==> config.mk <==
export PLATFORM = sky130hd
export DESIGN_NAME = fracn_modsel
export DESIGN_NICKNAME = d
export VERILOG_FILES = /design/src/rtl/fracn_pkg.sv /design/src/rtl/fracn_ctrl.sv /design/src/rtl/fracn_lfsr.sv /design/src/rtl/fracn_mash.sv /design/src/rtl/fracn_dp.sv /design/src/rtl/fracn_modsel.sv
export SDC_FILE = /design/constraint.sdc
export NUM_CORES = 1
export LEC_CHECK = 0
export BUFFER_PORTS_ARGS = -buffer_cell sky130_fd_sc_hd__buf_2
export CAP_MARGIN = 10
export CELL_PAD_IN_SITES_DETAIL_PLACEMENT = 1
export CELL_PAD_IN_SITES_GLOBAL_PLACEMENT = 1
export CORE_AREA = 2 2 157 159
export CTS_CLUSTER_DIAMETER = 200
export DETAILED_ROUTE_END_ITERATION = 10
export DIE_AREA = 0 0 159 161
export PLACE_DENSITY = 0.74
export SYNTH_ARGS = -nofsm -noshare
export SYNTH_HDL_FRONTEND = slang
export SYNTH_SLANG_ARGS = --single-unit
==> constraint.sdc <==
create_clock -name clk -period 24.9 [get_ports clk]
set_input_delay 2.49 -clock clk [delete_from_list [all_inputs] [get_ports clk]]
set_output_delay 2.49 -clock clk [all_outputs]
set_load 0.1 [all_outputs]
==> src/rtl/fracn_pkg.sv <==
package fracn_pkg;

  // Strobes the control half hands to the datapath at each clock.
  typedef struct packed {
    logic advance;   // divider event: register a value, step engines
    logic selMash;   // pick the noise-shaped correction
    logic fracZero;  // fraction is zero: force INT, clear cascade
  } fracnStrb_t;

  localparam int MASH_STAGES = 3;
  localparam int CORR_W      = 4;  // signed, holds -3..+4

endpackage

==> src/rtl/fracn_ctrl.sv <==
module fracn_ctrl
  import fracn_pkg::*;
#(
  parameter int FRAC_W = 25
) (
  input  logic              evtStb,
  input  logic              modeSel,
  input  logic [FRAC_W-1:0] fracVal,
  output fracnStrb_t        strb
);

  always_comb begin
    strb.advance  = evtStb;
    strb.selMash  = modeSel;
    strb.fracZero = (fracVal == '0);
  end

endmodule

==> src/rtl/fracn_lfsr.sv <==
module fracn_lfsr #(
  parameter int          W     = 25,
  parameter int          TAP_A = W - 1,
  parameter int          TAP_B = W - 4,
  parameter logic [W-1:0] SEED = 1
) (
  input  logic         clk,
  input  logic         rstN,
  input  logic         advance,
  output logic [W-1:0] state
);

  logic feedBit;
  assign feedBit = state[TAP_A] ^ state[TAP_B];

  always_ff @(posedge clk) begin
    if (!rstN)        state <= SEED;
    else if (advance) state <= {state[W-2:0], feedBit};
  end


  lfsr_nonzero_chk: assert property (@(posedge clk) disable iff (!rstN)
    state != '0);


  lfsr_hold_chk: assert property (@(posedge clk) disable iff (!rstN)
    !advance |=> $stable(state));

endmodule

==> src/rtl/fracn_mash.sv <==
module fracn_mash
  import fracn_pkg::*;
#(
  parameter int W = 25
) (
  input  logic                     clk,
  input  logic                     rstN,
  input  logic                     advance,
  input  logic                     clear,
  input  logic [W-1:0]             fracVal,
  output logic signed [CORR_W-1:0] corr
);

  localparam int S = MASH_STAGES;

  logic [S-1:0][W-1:0] acc;
  logic [S-1:0][W:0]   sum;
  logic [S-1:0]        carry;
  logic                c2Prev, c3Prev, c3Prev2;

  for (genvar g = 0; g < S; g++) begin : g_stage
    if (g == 0) begin : g_head
      assign sum[g] = {1'b0, acc[g]} + {1'b0, fracVal};
    end else begin : g_tail
      assign sum[g] = {1'b0, acc[g]} + {1'b0, sum[g-1][W-1:0]};
    end
    assign carry[g] = sum[g][W];

    always_ff @(posedge clk) begin
      if (!rstN)        acc[g] <= '0;
      else if (advance) acc[g] <= clear ? '0 : sum[g][W-1:0];
    end
  end

  always_ff @(posedge clk) begin
    if (!rstN) begin
      c2Prev  <= 1'b0;
      c3Prev  <= 1'b0;
      c3Prev2 <= 1'b0;
    end else if (advance) begin
      c2Prev  <= clear ? 1'b0 : carry[1];
      c3Prev  <= clear ? 1'b0 : carry[2];
      c3Prev2 <= clear ? 1'b0 : c3Prev;
    end
  end

  always_comb begin
    corr = $signed({3'b000, carry[0]})
         + $signed({3'b000, carry[1]}) - $signed({3'b000, c2Prev})
         + $signed({3'b000, carry[2]}) - $signed({2'b00, c3Prev, 1'b0})
         + $signed({3'b000, c3Prev2});
  end


  mash_clear_chk: assert property (@(posedge clk) disable iff (!rstN)
    (advance && clear) |=> (acc == '0 && !c2Prev && !c3Prev && !c3Prev2));


  mash_hold_chk: assert property (@(posedge clk) disable iff (!rstN)
    !advance |=> $stable(acc));

endmodule

==> src/rtl/fracn_dp.sv <==
module fracn_dp
  import fracn_pkg::*;
#(
  parameter int              INT_W  = 16,
  parameter int              FRAC_W = 25,
  parameter logic [FRAC_W-1:0] SEED = 1
) (
  input  logic              clk,
  input  logic              rstN,
  input  fracnStrb_t        strb,
  input  logic [INT_W-1:0]  intVal,
  input  logic [FRAC_W-1:0] fracVal,
  output logic [INT_W-1:0]  divVal
);

  logic [FRAC_W-1:0]        lfsrWord;
  logic signed [CORR_W-1:0] mashCorr;
  logic [INT_W-1:0]         nextVal;
  logic                     ditherUp;

  fracn_lfsr #(.W(FRAC_W), .SEED(SEED)) u_lfsr (
    .clk     (clk),
    .rstN    (rstN),
    .advance (strb.advance),
    .state   (lfsrWord)
  );

  fracn_mash #(.W(FRAC_W)) u_mash (
    .clk     (clk),
    .rstN    (rstN),
    .advance (strb.advance),
    .clear   (strb.fracZero),
    .fracVal (fracVal),
    .corr    (mashCorr)
  );

  assign ditherUp = (lfsrWord < fracVal);

  always_comb begin
    if (strb.fracZero)     nextVal = intVal;
    else if (strb.selMash) nextVal = intVal + {{(INT_W-CORR_W){mashCorr[CORR_W-1]}}, mashCorr};
    else                   nextVal = intVal + {{(INT_W-1){1'b0}}, ditherUp};
  end

  always_ff @(posedge clk) begin
    if (!rstN)              divVal <= '0;
    else if (strb.advance)  divVal <= nextVal;
  end


  out_hold_chk: assert property (@(posedge clk) disable iff (!rstN)
    !strb.advance |=> $stable(divVal));


  dither_range_chk: assert property (@(posedge clk) disable iff (!rstN)
    (strb.advance && !strb.selMash && !strb.fracZero) |=>
      (divVal == $past(intVal) || divVal == $past(intVal) + 1'b1));


  mash_range_chk: assert property (@(posedge clk) disable iff (!rstN)
    (strb.advance && strb.selMash && !strb.fracZero) |=>
      ($signed(divVal - $past(intVal)) >= -3 && $signed(divVal - $past(intVal)) <= 4));


  frac_zero_chk: assert property (@(posedge clk) disable iff (!rstN)
    (strb.advance && strb.fracZero) |=> divVal == $past(intVal));

endmodule

==> src/rtl/fracn_modsel.sv <==
module fracn_modsel
  import fracn_pkg::*;
#(
  parameter int                INT_W  = 16,
  parameter int                FRAC_W = 25,
  parameter logic [FRAC_W-1:0] SEED   = 1
) (
  input  logic              clk,
  input  logic              rstN,
  input  logic              evtStb,
  input  logic              modeSel,
  input  logic [INT_W-1:0]  intVal,
  input  logic [FRAC_W-1:0] fracVal,
  output logic [INT_W-1:0]  divVal
);

  fracnStrb_t strb;

  fracn_ctrl #(.FRAC_W(FRAC_W)) u_ctrl (
    .evtStb  (evtStb),
    .modeSel (modeSel),
    .fracVal (fracVal),
    .strb    (strb)
  );

  fracn_dp #(.INT_W(INT_W), .FRAC_W(FRAC_W), .SEED(SEED)) u_dp (
    .clk     (clk),
    .rstN    (rstN),
    .strb    (strb),
    .intVal  (intVal),
    .fracVal (fracVal),
    .divVal  (divVal)
  );

endmodule

==> results by group, run 1 <==
Worst hold path
  – Hold path cells: 2
  – Hold path start: u_dp.u_mash.acc[49]
  – Hold crit path type: reg -> reg
  – Hold endpoint: u_dp.u_mash.acc[49]

Cells and area
  – Most frequent cells in the layout: ha_1, dfxtp_1, a21oi_1, nor2_1, nand2_1
  – Final Instance Area: 10600 um2
  – Ratio of cells with drive above 1 in the final layout: 0.0989
  – NumNets Final: 1374
  – Fill cell count: 2923
  – Diode count: 0
  – Commonest non-fill, non-tap cell in the layout: ha_1
  – Non-filler cells, final: 1537
  – Area Growth Syn to Fin: 13.0%

Global routing
  – Global-route wire length before repair: 46400 um
  – Met3 Track Usage GR: 0.0303
  – GRT Util Overall: 0.224
  – Met1 GRT Util: 0.302
  – Global-route layer with the greatest usage: met2
  – Initial antenna violation count: 0
  – GRT overflow: 0
  – Pin count of the biggest net entering global routing: 70
  – Met2 usage: 0.374
  – Vias in the first global route: 8778

Clock network
  – Clock buffer depth: 2
  – Root Buffer: clkbuf_16
  – Later-pin clock latency in the skew report: 430 ps
  – CTS HTree Levels: 4
  – Setup Buffers After CTS: 0
  – CTS tree: yes
  – Clock transition at path regs: 60 ps
  – Number of buffers created by CTS: 17
  – TritonCTS Sinks: 119
  – Post-CTS resize count: 0
  – Number of hold buffers added after cts: 0

Pwr
  – Pwr Total: 1.42 mW
  – LEAKAGE: 5.11 nW
  – Worst vdd ir: 0.0543 mV
  – PwrDens: 134 nW/um2

Floorplanning
  – Std-Cell Rows: 57
  – Die area: 25600 um2
  – Initial Utilization: 0.391
  – Boundary pin count: 61
  – Die width: 159 um
  – DIE HEIGHT: 161 um
  – Core ar.: 24000 um2

Synth
  – Post-synthesis cell type count: 69
  – Synthesized area: 9380 um2
  – Post-synthesis sequential area ratio: 0.254
  – FF+latch count, synth: 119
  – Synth Net Count: 1333
  – Leading register cell type out of synthesis: dfxtp_1
  – Syn Area/Cell: 8.09 um2
  – Synth Warn #: 0
  – Post-synth EDFFs: 0
  – Post-Synthesis Cells: 1159
  – Asr flop ratio synth: 0

Flow run
  – Count of maximum capacitance violations: 0

Critical path
  – Crit-path max FO: 7
  – Worst path bufs/invs: 4
  – Reg2Reg Setup Slack: 16390 ps
  – RR Endpoint: u_dp.divVal[14]
  – R2R depth: 37
  – CP max-delay cell: fa_1
  – Crit path kind: in -> reg
  – Crit path max-delay family: compound AO/OA/AOI/OAI gates
  – Crit path capture type: flop
  – CP Launch Type: input pin
  – Worst EP arrival: 10650 ps
  – Req. time, crit path: 25230 ps
  – Slowest Stage Delay on Critical Path: 490 ps
  – R2R Path Start: u_dp.u_mash.acc[0]
  – Critical path origin: fracVal[0]

Placed design
  – DP Wirelength: 20800 um
  – GPL Wtd Cong: 0.882
  – PortBufs: 60
  – Dpl cells: 1505
  – DP Area: 10000 um2

STA
  – Pins Over Slew Limit: 0
  – Setup TNS: 0 ps
  – RSZ-0062 raised after global routing: no
  – Final setup viols: 0
  – Post-layout min period: 10320 ps
  – Period utilisation layout: 0.415
  – Slew HR: 0.239
  – Worst Max-Slew Pin Slew: 1140 ps
  – Final Hold Viols: 0
  – Fmax: 0.0969 GHz
  – WHS: 469 ps
  – Clock skew: 11.4 ps

Detailed routing
  – Router iterations before antenna repair: 4
  – Post-Route WL: 28400 um
  – Via/cell ratio: 5.65
  – Initial drt markers: 357
  – Via count: 8685
  – Final antenna-violating net count: 0
  – Residual DRC count: 0
  – WL/cell: 18.5 um

Run status
  – Status: finished, final reports clean
## registers in the layout, indices dropped and copies added (netlist names)
name / flops
u_dp.u_mash.c2Prev: 1
u_dp.divVal: 16
u_dp.u_mash.c3Prev: 1
u_dp.u_mash.acc: 75
u_dp.u_mash.c3Prev2: 1
u_dp.u_lfsr.state: 25
## area by class of cell
cell class,instances,area (um2),share of cell area
multi-input cells,925,6590,0.622
flip-flops and latches,119,2380,0.225
clock buffers,20,447,0.0422
well taps,324,405,0.0383
repair buffers,68,360,0.0340
inverters,69,259,0.0244
clock inverters,12,153,0.0144
## power by group
| group | switching, mW | internal [mW] |
|---|---|---|
| registers | 0.0272 | 0.234 |
| logic | 0.546 | 0.351 |
| clock network | 0.0996 | 0.160 |
| total | 0.673 | 0.745 |
## cell usage after synthesis, types with 4 or more instances
cell type	instances	area, um2
nor2_1	103	387
xor2_1	29	254
nand2b_1	11	68.8
o211ai_1	8	60.1
nor4_1	7	43.8
o21a_1	10	75.1
nor2b_1	6	37.5
a22o_1	25	219
xnor2_1	42	368
or2_2	4	25.0
o31ai_1	8	60.1
o21ai_0	57	285
nand2_1	96	360
nand4_1	13	81.3
mux2i_1	30	300
ha_1	123	1540
a21o_1	53	398
o21bai_1	10	75.1
nand3_1	22	110
a311oi_1	7	61.3
dfxtp_1	119	2380
a22oi_1	21	158
inv_1	67	251
and4_1	4	35.0
buf_1	5	18.8
a31oi_1	19	119
clkbuf_1	41	154
o21ai_1	7	35.0
a21oi_1	106	531
a41oi_1	4	35.0
a211oi_1	11	82.6
fa_1	6	120
and3_1	14	87.6
nor3_1	19	95.1
## worst max path at each step
stage,to,slack [ps],cells after the start
after floorplan,u_dp.divVal[14],14990,34
after global placement,u_dp.divVal[14],14620,39
after detailed placement,u_dp.divVal[14],14300,39
after CTS,u_dp.divVal[14],14660,37
after global routing,u_dp.divVal[14],13810,37
final,u_dp.divVal[14],14580,38
## tightest hold or removal path, delay by kind of cell (launching register included)
family / cells / cell delay [ps]
AOI/OAI and AO/OA: 1 / 50
DFF: 1 / 330
and+or+nand+nor: 1 / 50
## metal layers
| metal | wire [um] | vias up |
|---|---|---|
| li1 | - | 4312 |
| met1 | 14000 | 4208 |
| met2 | 13100 | 131 |
| met3 | 840 | 34 |
| met4 | 545 | 0 |
| met5 | 0 | - |
## kinds of logic (layout without fill, tap and decap cells)
family                   count (synthesis)  in the layout  synth area share
AO/OA/AOI/OAI                          381            381             0.271
XOR/XNOR                                71             71            0.0663
adder cells (fa/ha/maj)                129            129             0.177
buffers and inverters                  115            169            0.0460
flip-flops                             119            119             0.254
multiplexers                            31             31            0.0332
AND/OR/NAND/NOR                        313            313             0.153
## stage by stage
step,worst slack (ps),util
2_1_floorplan,14990,-
3_3_place_gp,14620,0.417
3_5_place_dp,14300,0.417
4_1_cts,14660,0.442
5_1_grt,13810,0.442
6_report,14580,0.442
Note: power is estimated with default switching activity, not from simulation.
==> run 2, diff against run 1 <==
==> constraint.sdc (replaced) <==
create_clock -name clk -period 10.6 [get_ports clk]
set_input_delay 1.06 -clock clk [delete_from_list [all_inputs] [get_ports clk]]
set_output_delay 1.06 -clock clk [all_outputs]
set_load 0.1 [all_outputs]
==> results by group, run 2 (synthesis results as in run 1) <==
Global routing
  – Vias in the first global route: 9193 (was 8778)
  – Initial antenna violation count: 0 (unchanged)
  – Pin count of the biggest net entering global routing: 70 (unchanged)
  – Global-route wire length before repair: 47300 um (was 46400 um)
  – GRT Util Overall: 0.228 (was 0.224)
  – GRT overflow: 0 (unchanged)

Cells and area
  – Number of flip-flops under the largest register name: 75 (unchanged)
  – Multi-input logic area: 6590 um2 (unchanged)
  – Final design utilization: 0.442 (about the same)
  – NumNets Final: 1374 (unchanged)
  – Commonest non-fill, non-tap cell in the layout: ha_1 (unchanged)
  – FF+latch area: 2380 um2 (unchanged)
  – Area Growth Syn to Fin: 12.8% (was 13.0%)
  – Diode count: 0 (unchanged)
  – Biggest register: u_dp.u_mash.acc (unchanged)
  – Regs by FF count: u_dp.u_mash.acc: 75 flops, u_dp.u_lfsr.state: 25 flops, u_dp.divVal: 16 flops (unchanged)
  – Most frequent cells in the layout: ha_1, dfxtp_1, a21oi_1, nor2_1, nand2_1 (unchanged)
  – Fill cell count: 2912 (was 2923)
  – Ratio of cells with drive above 1 in the final layout: 0.0974 (was 0.0989)

Run status
  – Status: finished, final reports clean (unchanged)

Pwr
  – Worst vdd ir: 0.108 mV (was 0.0543 mV)
  – Clock power frac: 0.181 (was 0.183)
  – Flop pwr share: 0.183 (was 0.184)
  – Combinational Power Share: 0.636 (was 0.633)
  – PwrDens: 315 nW/um2 (was 134 nW/um2)
  – P_int: 1.75 mW (was 0.745 mW)
  – P_sw: 1.58 mW (was 0.673 mW)
  – Switching portion of total power: 0.474 (was 0.475)
  – LEAKAGE: 5.11 nW (about the same)

Worst hold path
  – Hold crit path type: reg -> reg (unchanged)

Flow run
  – Count of maximum capacitance violations: 0 (unchanged)

Detailed routing
  – Via/cell ratio: 5.73 (was 5.65)
  – Final antenna-violating net count: 0 (unchanged)
  – Router iterations before antenna repair: 5 (was 4)
  – Post-Route WL: 28800 um (was 28400 um)
  – Initial drt markers: 396 (was 357)
  – Via count: 8797 (was 8685)
  – Residual DRC count: 0 (unchanged)
  – WL/cell: 18.7 um (was 18.5 um)

Critical path
  – Reg2Reg Setup Slack: 2080 ps (was 16390 ps)
  – CP max-delay cell: fa_1 (unchanged)
  – R2R depth: 37 (unchanged)
  – Slowest Stage Delay on Critical Path: 530 ps (was 490 ps)
  – CP most frequent cell: a21o_1
  – R2R Path Start: u_dp.u_mash.acc[3] (was u_dp.u_mash.acc[0])
  – CP Launch Type: input pin (unchanged)
  – Worst EP arrival: 9280 ps (was 10650 ps)
  – Crit path kind: in -> reg (unchanged)
  – Req. time, crit path: 10930 ps (was 25230 ps)
  – Crit path capture type: flop (unchanged)
  – RR Endpoint: u_dp.divVal[14] (unchanged)
  – Critical path origin: fracVal[3] (was fracVal[0])
  – Worst setup path endpoint: u_dp.divVal[14] (unchanged)
  – Crit-path max FO: 8 (was 7)

Clock network
  – Clock transition at path regs: 60 ps (about the same)
  – Number of buffers created by CTS: 17 (unchanged)
  – TritonCTS Sinks: 119 (unchanged)
  – Post-CTS resize count: 0 (unchanged)
  – Later-pin clock latency in the skew report: 420 ps (was 430 ps)
  – CTS tree: yes (unchanged)
  – Number of hold buffers added after cts: 0 (unchanged)
  – Setup Buffers After CTS: 0 (unchanged)
  – CTS HTree Levels: 4 (unchanged)
  – Clock buffer depth: 2 (unchanged)
  – Root Buffer: clkbuf_16 (unchanged)

STA
  – Fmax: 0.112 GHz
  – Setup TNS: 0 ps (unchanged)
  – Final Hold Viols: 0 (unchanged)
  – Period utilisation layout: 0.845
  – Pins Over Slew Limit: 0 (unchanged)
  – Slew HR: 0.245 (was 0.239)
  – Clock skew: 9.79 ps (was 11.4 ps)
  – Post-layout min period: 8950 ps
  – Worst Max-Slew Pin Slew: 1130 ps (was 1140 ps)
  – Final setup viols: 0 (unchanged)
  – RSZ-0062 raised after global routing: no (unchanged)

Floorplanning
  – Std-Cell Rows: 57 (unchanged)
  – Core ar.: 24000 um2 (unchanged)
  – Die area: 25600 um2 (unchanged)
  – DIE HEIGHT: 161 um (unchanged)
  – Boundary pin count: 61 (unchanged)
  – Initial Utilization: 0.391 (unchanged)
  – Die width: 159 um (unchanged)

Placed design
  – PortBufs: 60 (unchanged)
  – GPL Wtd Cong: 0.856 (was 0.882)
  – DP Wirelength: 20900 um (was 20800 um)
-- run 2: cell types whose count changed in the layout (fill, tap and decap cells not counted), sizes merged --
| cell | previous run | this run |
|---|---|---|
| clkinvlp | 4 | 1 |
| clkbuf | 20 | 21 |
-- run 2: worst min-delay path by stage --
stage / slack, ps / end / start / cells past startpoint
after floorplan: 430 / u_dp.u_mash.acc[57] / u_dp.u_mash.acc[57] / 2
after global placement: 440 / u_dp.u_mash.acc[68] / u_dp.u_mash.acc[68] / 2
after detailed placement: 450 / u_dp.u_mash.acc[49] / u_dp.u_mash.acc[49] / 2
after CTS: 470 / u_dp.u_mash.acc[49] / u_dp.u_mash.acc[49] / 2
after global routing: 490 / u_dp.u_mash.acc[61] / u_dp.u_mash.acc[61] / 2
final: 460 / u_dp.u_mash.acc[61] / u_dp.u_mash.acc[61] / 2
-- run 2: cell type report --
class                           instances  share of cell area
Timing Repair Buffer                   68              0.0341
Clock inverter                          9              0.0119
Multi-Input combinational cell        925               0.623
Tap cell                              324              0.0383
Clock buffer                           21              0.0435
Sequential cell                       119               0.225
Inverter                               69              0.0245
-- run 2: through the flow --
stage	hold slack, ps	worst slack [ps]	cell area (um2)	power, mW	instances
4_1_cts	467	1680	10600	3.33	1535
5_1_grt	488	791	10600	3.63	1535
3_3_place_gp	444	1560	10000	2.64	1505
2_1_floorplan	432	2120	9380	2.24	1159
3_5_place_dp	452	1330	10000	2.70	1505
6_report	461	1650	10600	3.33	1535
-- run 2: layer usage --
layer | GRT usage | routed length, um | share of wire
met5 | 0 | 0 | 0
met4 | 0.0719 | 645 | 0.022
met3 | 0.0324 | 793 | 0.028
met2 | 0.392 | 13800 | 0.48
met1 | 0.297 | 13600 | 0.47
-- run 2: power groups by stage --
stage	clock network [mW]	logic, mW	registers, mW
after global routing	0.632	2.37	0.624
after floorplan	0	1.54	0.705
final	0.603	2.12	0.611
after global placement	0	2.02	0.616
after CTS	0.612	2.11	0.610
after detailed placement	0	2.08	0.618
-- run 2: worst max-delay path: cells and delay by family --
kind,cells,cell delay [ps]
compound gates,23,4670
xor+xnor,2,400
buf+inv,3,220
mux,1,290
fa+ha+maj,6,2230
simple gates,3,390
